[src/rtl/fifo_xchain_ctl.sv]
module fifo_xchain_ctl #(
  parameter int DEPTH = 4,
  localparam int AW = (DEPTH > 1) ? $clog2(DEPTH) : 1
) (
  input  logic          clk,
  input  logic          rst_n,
  input  logic          cascade_i,
  input  logic          first_load_i,
  input  logic          wr_req_i,
  input  logic          rd_req_i,
  input  logic          full_i,
  input  logic          empty_i,
  input  logic          half_i,
  input  logic          xin_wr_i,
  input  logic          xin_rd_i,
  input  logic          full_n_i,
  input  logic          empty_n_i,
  output logic          wr_en_o,
  output logic          rd_en_o,
  output logic [AW-1:0] wr_addr_o,
  output logic [AW-1:0] rd_addr_o,
  output logic          oe_o,
  output logic          xout_wr_o,
  output logic          xout_rd_o,
  output logic          full_n_o,
  output logic          empty_n_o
);
  localparam logic [AW-1:0] LAST = AW'(DEPTH - 1);

  logic          wr_tok, rd_tok;
  logic [AW-1:0] wr_ptr, rd_ptr;

  wire retx   = ~cascade_i & first_load_i;
  wire wr_own = ~cascade_i | wr_tok;
  wire rd_own = ~cascade_i | rd_tok;

  assign wr_en_o = wr_req_i & wr_own & ~full_i;
  assign rd_en_o = rd_req_i & rd_own & ~empty_i & ~retx;

  wire wr_wrap = wr_en_o & (wr_ptr == LAST);
  wire rd_wrap = rd_en_o & (rd_ptr == LAST);

  assign xout_wr_o = cascade_i ? wr_wrap : half_i;
  assign xout_rd_o = cascade_i & rd_wrap;
  assign oe_o      = rd_own & ~empty_i;
  assign full_n_o  = full_n_i & ~(wr_own & full_i);
  assign empty_n_o = empty_n_i & ~(rd_own & empty_i);
  assign wr_addr_o = wr_ptr;
  assign rd_addr_o = rd_ptr;

  always_ff @(posedge clk) begin
    if (!rst_n) begin
      wr_tok <= first_load_i;
      rd_tok <= first_load_i;
      wr_ptr <= '0;
      rd_ptr <= '0;
    end else begin
      if (cascade_i) begin
        wr_tok <= (wr_tok & ~wr_wrap) | xin_wr_i;
        rd_tok <= (rd_tok & ~rd_wrap) | xin_rd_i;
      end
      if (wr_en_o) wr_ptr <= wr_wrap ? '0 : wr_ptr + 1'b1;
      if (retx)         rd_ptr <= '0;
      else if (rd_en_o) rd_ptr <= rd_wrap ? '0 : rd_ptr + 1'b1;
    end
  end

  a_r1_reset_tokens: assert property (@(posedge clk) disable iff (!rst_n)
    $rose(rst_n) |-> (wr_tok == $past(first_load_i)) && (rd_tok == $past(first_load_i))
                     && (wr_ptr == '0) && (rd_ptr == '0));

  a_r4_wr_handoff: assert property (@(posedge clk) disable iff (!rst_n)
    (cascade_i && wr_en_o && wr_ptr == LAST && !xin_wr_i) |=> (!wr_tok && wr_ptr == '0));

  a_r5_rd_handoff: assert property (@(posedge clk) disable iff (!rst_n)
    (cascade_i && rd_en_o && rd_ptr == LAST && !xin_rd_i) |=> (!rd_tok && rd_ptr == '0));

  a_r6_take_wr: assert property (@(posedge clk) disable iff (!rst_n)
    (cascade_i && xin_wr_i) |=> wr_tok);

  a_r6_take_rd: assert property (@(posedge clk) disable iff (!rst_n)
    (cascade_i && xin_rd_i) |=> rd_tok);

  a_r9_retx_clear: assert property (@(posedge clk) disable iff (!rst_n)
    (!cascade_i && first_load_i) |=> (rd_ptr == '0));

  a_r11_wr_step: assert property (@(posedge clk) disable iff (!rst_n)
    (wr_en_o && wr_ptr != LAST) |=> (wr_ptr - $past(wr_ptr) == AW'(1)));

  a_r11_rd_step: assert property (@(posedge clk) disable iff (!rst_n)
    (rd_en_o && !retx && rd_ptr != LAST) |=> (rd_ptr - $past(rd_ptr) == AW'(1)));
endmodule

[config.mk]
export PLATFORM = sky130hd
export DESIGN_NAME = fifo_xchain_ctl
export DESIGN_NICKNAME = d
export VERILOG_FILES = /design/src/rtl/fifo_xchain_ctl.sv
export SDC_FILE = /design/constraint.sdc
export NUM_CORES = 1
export LEC_CHECK = 0
export ABC_CLOCK_PERIOD_IN_PS = 1800
export BUFFER_PORTS_ARGS = -buffer_cell sky130_fd_sc_hd__buf_2
export CORE_AREA = 2 2 39 41
export DETAILED_ROUTE_END_ITERATION = 8
export DIE_AREA = 0 0 41 43
export GPL_TIMING_DRIVEN = 0
export HOLD_SLACK_MARGIN = 0.03
export MAX_ROUTING_LAYER = met4
export PLACE_DENSITY = 0.7
export SLEW_MARGIN = 20
export SYNTH_ARGS = -nofsm -noshare
export SYNTH_HDL_FRONTEND = slang
export SYNTH_SLANG_ARGS = --single-unit
[constraint.sdc]
create_clock -name clk -period 1.8 [get_ports clk]
set_clock_uncertainty 0.15 [all_clocks]
set_input_delay 0.36 -clock clk [delete_from_list [all_inputs] [get_ports clk]]
set_output_delay 0.36 -clock clk [all_outputs]
set_load 0.01 [all_outputs]
Word-level counts from Yosys, hierarchy flattened:

Index checks and enable logic that the tools add are counted.

* flip-flop bits (word level): 6
* bits of input ports: 13
* output and inout bits: 11
* word-level logic and storage cells: 46

* $add $sub $neg: 2
* equality and inequality tests: 3
* mux-type cells: 7
* bitwise logic cells: 29
* reduce and logical (&&, ||, !) cells: 1

Operator list (number)
* bitwise AND 1 bit: 16
* inverter 1 bit: 9
* 2-to-1 mux 1 bit: 5
* adder 2 x 1 -> 2 bit, second input constant: 2
* == test 2 bit, second input constant: 2
* 2-to-1 mux 2 bit: 2
* bitwise OR 1 bit: 4
* != test 2 x 1 -> 1 bit, second input constant: 1
* OR reduction 2 bit: 1

Logic depth before layout (Yosys ltp):

* depth after elaboration: 11
* depth in mapped cells: 4
* depth with buffers taken out: 4

Least setup slack after synthesis:

OpenSTA, ideal clock, no wires.

* path type: register to output
* start: reg rd_tok
* end: out xout_rd_o
* arrival time: 1.103 ns
* data required time: 1.290 ns
* slack: 0.187 ns
* stages on the path, launching flop included: 5
* path buffers: 1
* cell sequence: edfxtp_1 -> and2b_1 -> and4b_1 -> buf_6 -> and3_1

* cells in the longest elaborated chain, start to end: 6

RTL lines
* start: declaration: line 30 `logic wr_tok, rd_tok;`
* start signal: assignment: line 54 `rd_tok <= first_load_i;`
* start signal: assignment: line 60 `rd_tok <= (rd_tok & ~rd_wrap) | xin_rd_i;`
* bitwise OR 1 bit: line 35 `wire rd_own = ~cascade_i | rd_tok;`
* bitwise AND 1 bit (3 in a row): line 38 `assign rd_en_o = rd_req_i & rd_own & ~empty_i & ~retx;`
* named net rd_en_o: line 19 `output logic rd_en_o,`
* bitwise AND 1 bit: line 41 `wire rd_wrap = rd_en_o & (rd_ptr == LAST);`
* bitwise AND 1 bit: line 44 `assign xout_rd_o = cascade_i & rd_wrap;`
* end: declaration: line 24 `output logic xout_rd_o,`

The timed path passes the listed nets, and every way through them passes these cells.

Worst setup path in the final report:

* start: reg rd_tok
* end: out xout_rd_o

* cells in the longest elaborated chain, start to end: 6

RTL lines (line)
* bitwise OR 1 bit: 35
* bitwise AND 1 bit (3 in a row): 38
* bitwise AND 1 bit: 41
* bitwise AND 1 bit: 44

Every way passes these cells.

==> results.tsv <==
stage	metric	value	unit
clock_network	cts_buffer_depth	2	
power	power_density	566	mW/mm2
drt	drc	0	
cells_and_area	nets	93	
flow_run	cap_viol_max_count	0	
setup_path	crit_slowest_cell	edfxtp_1	
clock_network	cts_tree	yes	
power	leakage	0.319	nW
die	die-area	0.00176	mm2
drt	drtAntennaViolNets	0	
drt	routed_wirelength	954	um
cells_and_area	synthToLayoutAreaGrowth	52.2	%
yosys	seq_area_frac_synth	33.0	%
setup_path	crit_path_max_incr_delay	0.33	ns
yosys	syn_inst	46	
global_routing	grt_usage	12.1	%
cells_and_area	ff_latch_area	141	um2
yosys	ys_ff_latch	6	
drt	vias	436	
die	boundaryPins	24	
cells_and_area	antenna_cells	0	
global_routing	antenna_found_initial	0	
timing	timing.fmax	0.539	GHz
outcome	violations	setup timing	
placed_design	dp_cells	85	
cells_and_area	layoutNonFillerInstCount	92	
cells_and_area	fillers	140	
drt	wl_per_cell	10.4	um
setup_path	r2r-start	rd_tok$_DFFE_PP_	
timing	slew_viol_final	0	
timing	setup_slack	-0.0559	ns
yosys	avgSynthCellArea	9.22	um2
setup_path	crit_start	rd_tok$_DFFE_PP_	
setup_path	worst-path-buf-inv	1	
setup_path	critPathMaxFanout	3	
placed_design	portBuffers	23	
outcome	status	finished, violations left	
timing	min_period_over_period	103	%
cells_and_area	layout-drive-gt1-share	52.6	%
power	peakVddDrop	317	uV
clock_network	htreeDepth	1	
timing	setup_viol	2	
global_routing	grt_pass1_wl	1440	um
setup_path	cp.arrival	1.35	ns
setup_path	startpoint_type	flop	
global_routing	grt-ovfl-total	0	
placed_design	dp_hpwl	678	um
worst_hold_path	hp-class	primary input to flop	
worst_hold_path	hp-start	xin_wr_i	
global_routing	grt_max_degree	11	
clock_network	cts.sinks	6	
timing	fin_crit	1.86	ns
setup_path	setup.worst_path.class	flop to primary output	
cells_and_area	final_util	46.7	%
cells_and_area	multi_input_area	272	um2
global_routing	grt_pass1_vias	391	
die	fp-row-count	14	
die	core	0.00138	mm2
drt	vias_per_cell	4.74	
setup_path	path_cells	and2b_1, and4b_2, and3_4, buf_6	
die	die_h	43	um
yosys	ys_types	24	
clock_network	clkLatencyLatePin	0.24	ns
drt	drtIter0Drc	3	
drt	first_pass_iters	3	
clock_network	cts_buffers	3	
timing	hold_viol	0	
timing	slew-limit-headroom	70.5	%
placed_design	place.gp.congestion	0.699	
setup_path	cp-end-kind	primary output	
clock_network	root_buffer	clkbuf_4	
setup_path	timing.critical_path.required	1.29	ns
yosys	syn_area	424	um2
yosys	syn_nets	61	
clock_network	clk_transition_reported_paths	0.05	ns
setup_path	critPathTopFamily	simple AND/OR/NAND/NOR gates	
die	start_util	30.7	%
timing	worst_pin_slew	0.443	ns
timing	rsz0062_at_grt	true	
yosys	synth_warnings	0	
die	fp.dieW	41	um
final timing paths:
kind                               end  slack, ns  depth (start not counted)
min                   wr_tok$_DFFE_PP_       0.28                          3
min reg2reg  rd_addr_o[1]$_SDFFE_PP0P_       0.34                          2
max                          xout_rd_o      -0.06                          4
max reg2reg           rd_tok$_DFFE_PP_       0.31                          4
synthesized netlist by cell type:
master    count  area, um2
a21oi_1       2       10.0
a41oi_2       1       16.3
and2b_1       1       7.51
and3_1        1       6.26
and4b_1       1       10.0
buf_6         1       11.3
clkbuf_1      1       3.75
dfxtp_1       4       80.1
edfxtp_1      2       60.1
ha_1          2       25.0
inv_1         4       15.0
mux2_2        1       11.3
mux2i_1       3       30.0
nand2b_1      3       18.8
nand2b_2      1       8.76
nand3_1       4       20.0
nor2_1        3       11.3
nor2b_4       1       13.8
nor3b_1       1       7.51
o21a_1        2       15.0
o21ai_0       4       20.0
o22ai_1       1       6.26
or3b_1        1       8.76
or4_1         1       7.51
report_power, final:
group	internal (W)	total, W	switching [W]
sequential	0.000149	0.000154	0.00000550
clock	0.0000753	0.000121	0.0000458
combinational	0.0000486	0.0000900	0.0000414
total	0.000273	0.000365	0.0000927
sequential cells by signal (all words and copies together) (netlist names):
| name | flops |
|---|---|
| rd_tok | 1 |
| wr_tok | 1 |
| wr_addr_o | 2 |
| rd_addr_o | 2 |
metal layers:
metal  vias up  routed length (um)  track usage [%]
met5         -                   0                -
met4         0                   0             4.00
met3         0                  77             4.71
met2        13                 500             18.8
met1       196                 376             13.6
li1        227                   -                -
final cells by class:
type / instances / share of cell area, %
inverter: 4 / 2.33
sequential: 6 / 21.9
buffer: 1 / 0.581
multi-input combinational: 34 / 42.1
timing repair buffer: 28 / 26.6
tap: 16 / 3.10
clock buffer: 3 / 3.49
cell families (layout without fill, tap and decap cells):
kind of cell | after synthesis | count (layout) | share of synthesized area (%)
multiplexers | 4 | 4 | 9.73
AND/OR/NAND/NOR | 18 | 18 | 28.3
buffers and inverters | 6 | 36 | 7.08
flip-flops | 6 | 6 | 33.0
AO/OA/AOI/OAI | 10 | 10 | 15.9
adder cells (fa/ha/maj) | 2 | 2 | 5.90
cells in the final DEF, fill, tap and decap left out, drive strengths merged:
master  instances
mux2i           3
o22ai           1
nor3b           1
and2b           1
or4             1
mux2            1
a21oi           2
edfxtp          2
and4b           1
nor2b           1
nand2b          4
nor2            3
clkbuf          4
nand3           4
buf            28
a41oi           1
o21ai           4
or3b            1
inv             4
o21a            2
and3            1
ha              2
dfxtp           4
worst min-delay path, delay by kind of cell:
kind | cells | cell delay (ns)
buffers and inverters | 1 | 0.07
AOI/OAI and AO/OA | 1 | 0.07
muxes | 1 | 0.05
timing repair:
action                     4_1_cts  5_1_grt
pin swaps                        1        0
setup buffers                    5        0
setup endpoints to repair        3        3
resized for setup                6        3
hold buffers                     0        0
through the flow:
| stage | total power [W] | area [um2] | hold slack, ns | worst slack [ns] | setup TNS, ns |
|---|---|---|---|---|---|
| after floorplan | 0.000202 | 424 | 0.357 | 0.187 | 0 |
| after global placement | 0.000233 | 559 | 0.329 | -0.0756 | -0.0756 |
| after detailed placement | 0.000234 | 559 | 0.338 | -0.0648 | -0.0648 |
| after CTS | 0.000367 | 632 | 0.287 | -0.0584 | -0.100 |
| after global routing | 0.000391 | 646 | 0.306 | -0.127 | -0.272 |
| final | 0.000365 | 646 | 0.283 | -0.0559 | -0.0992 |
Note: power is estimated with default switching activity, not from simulation.
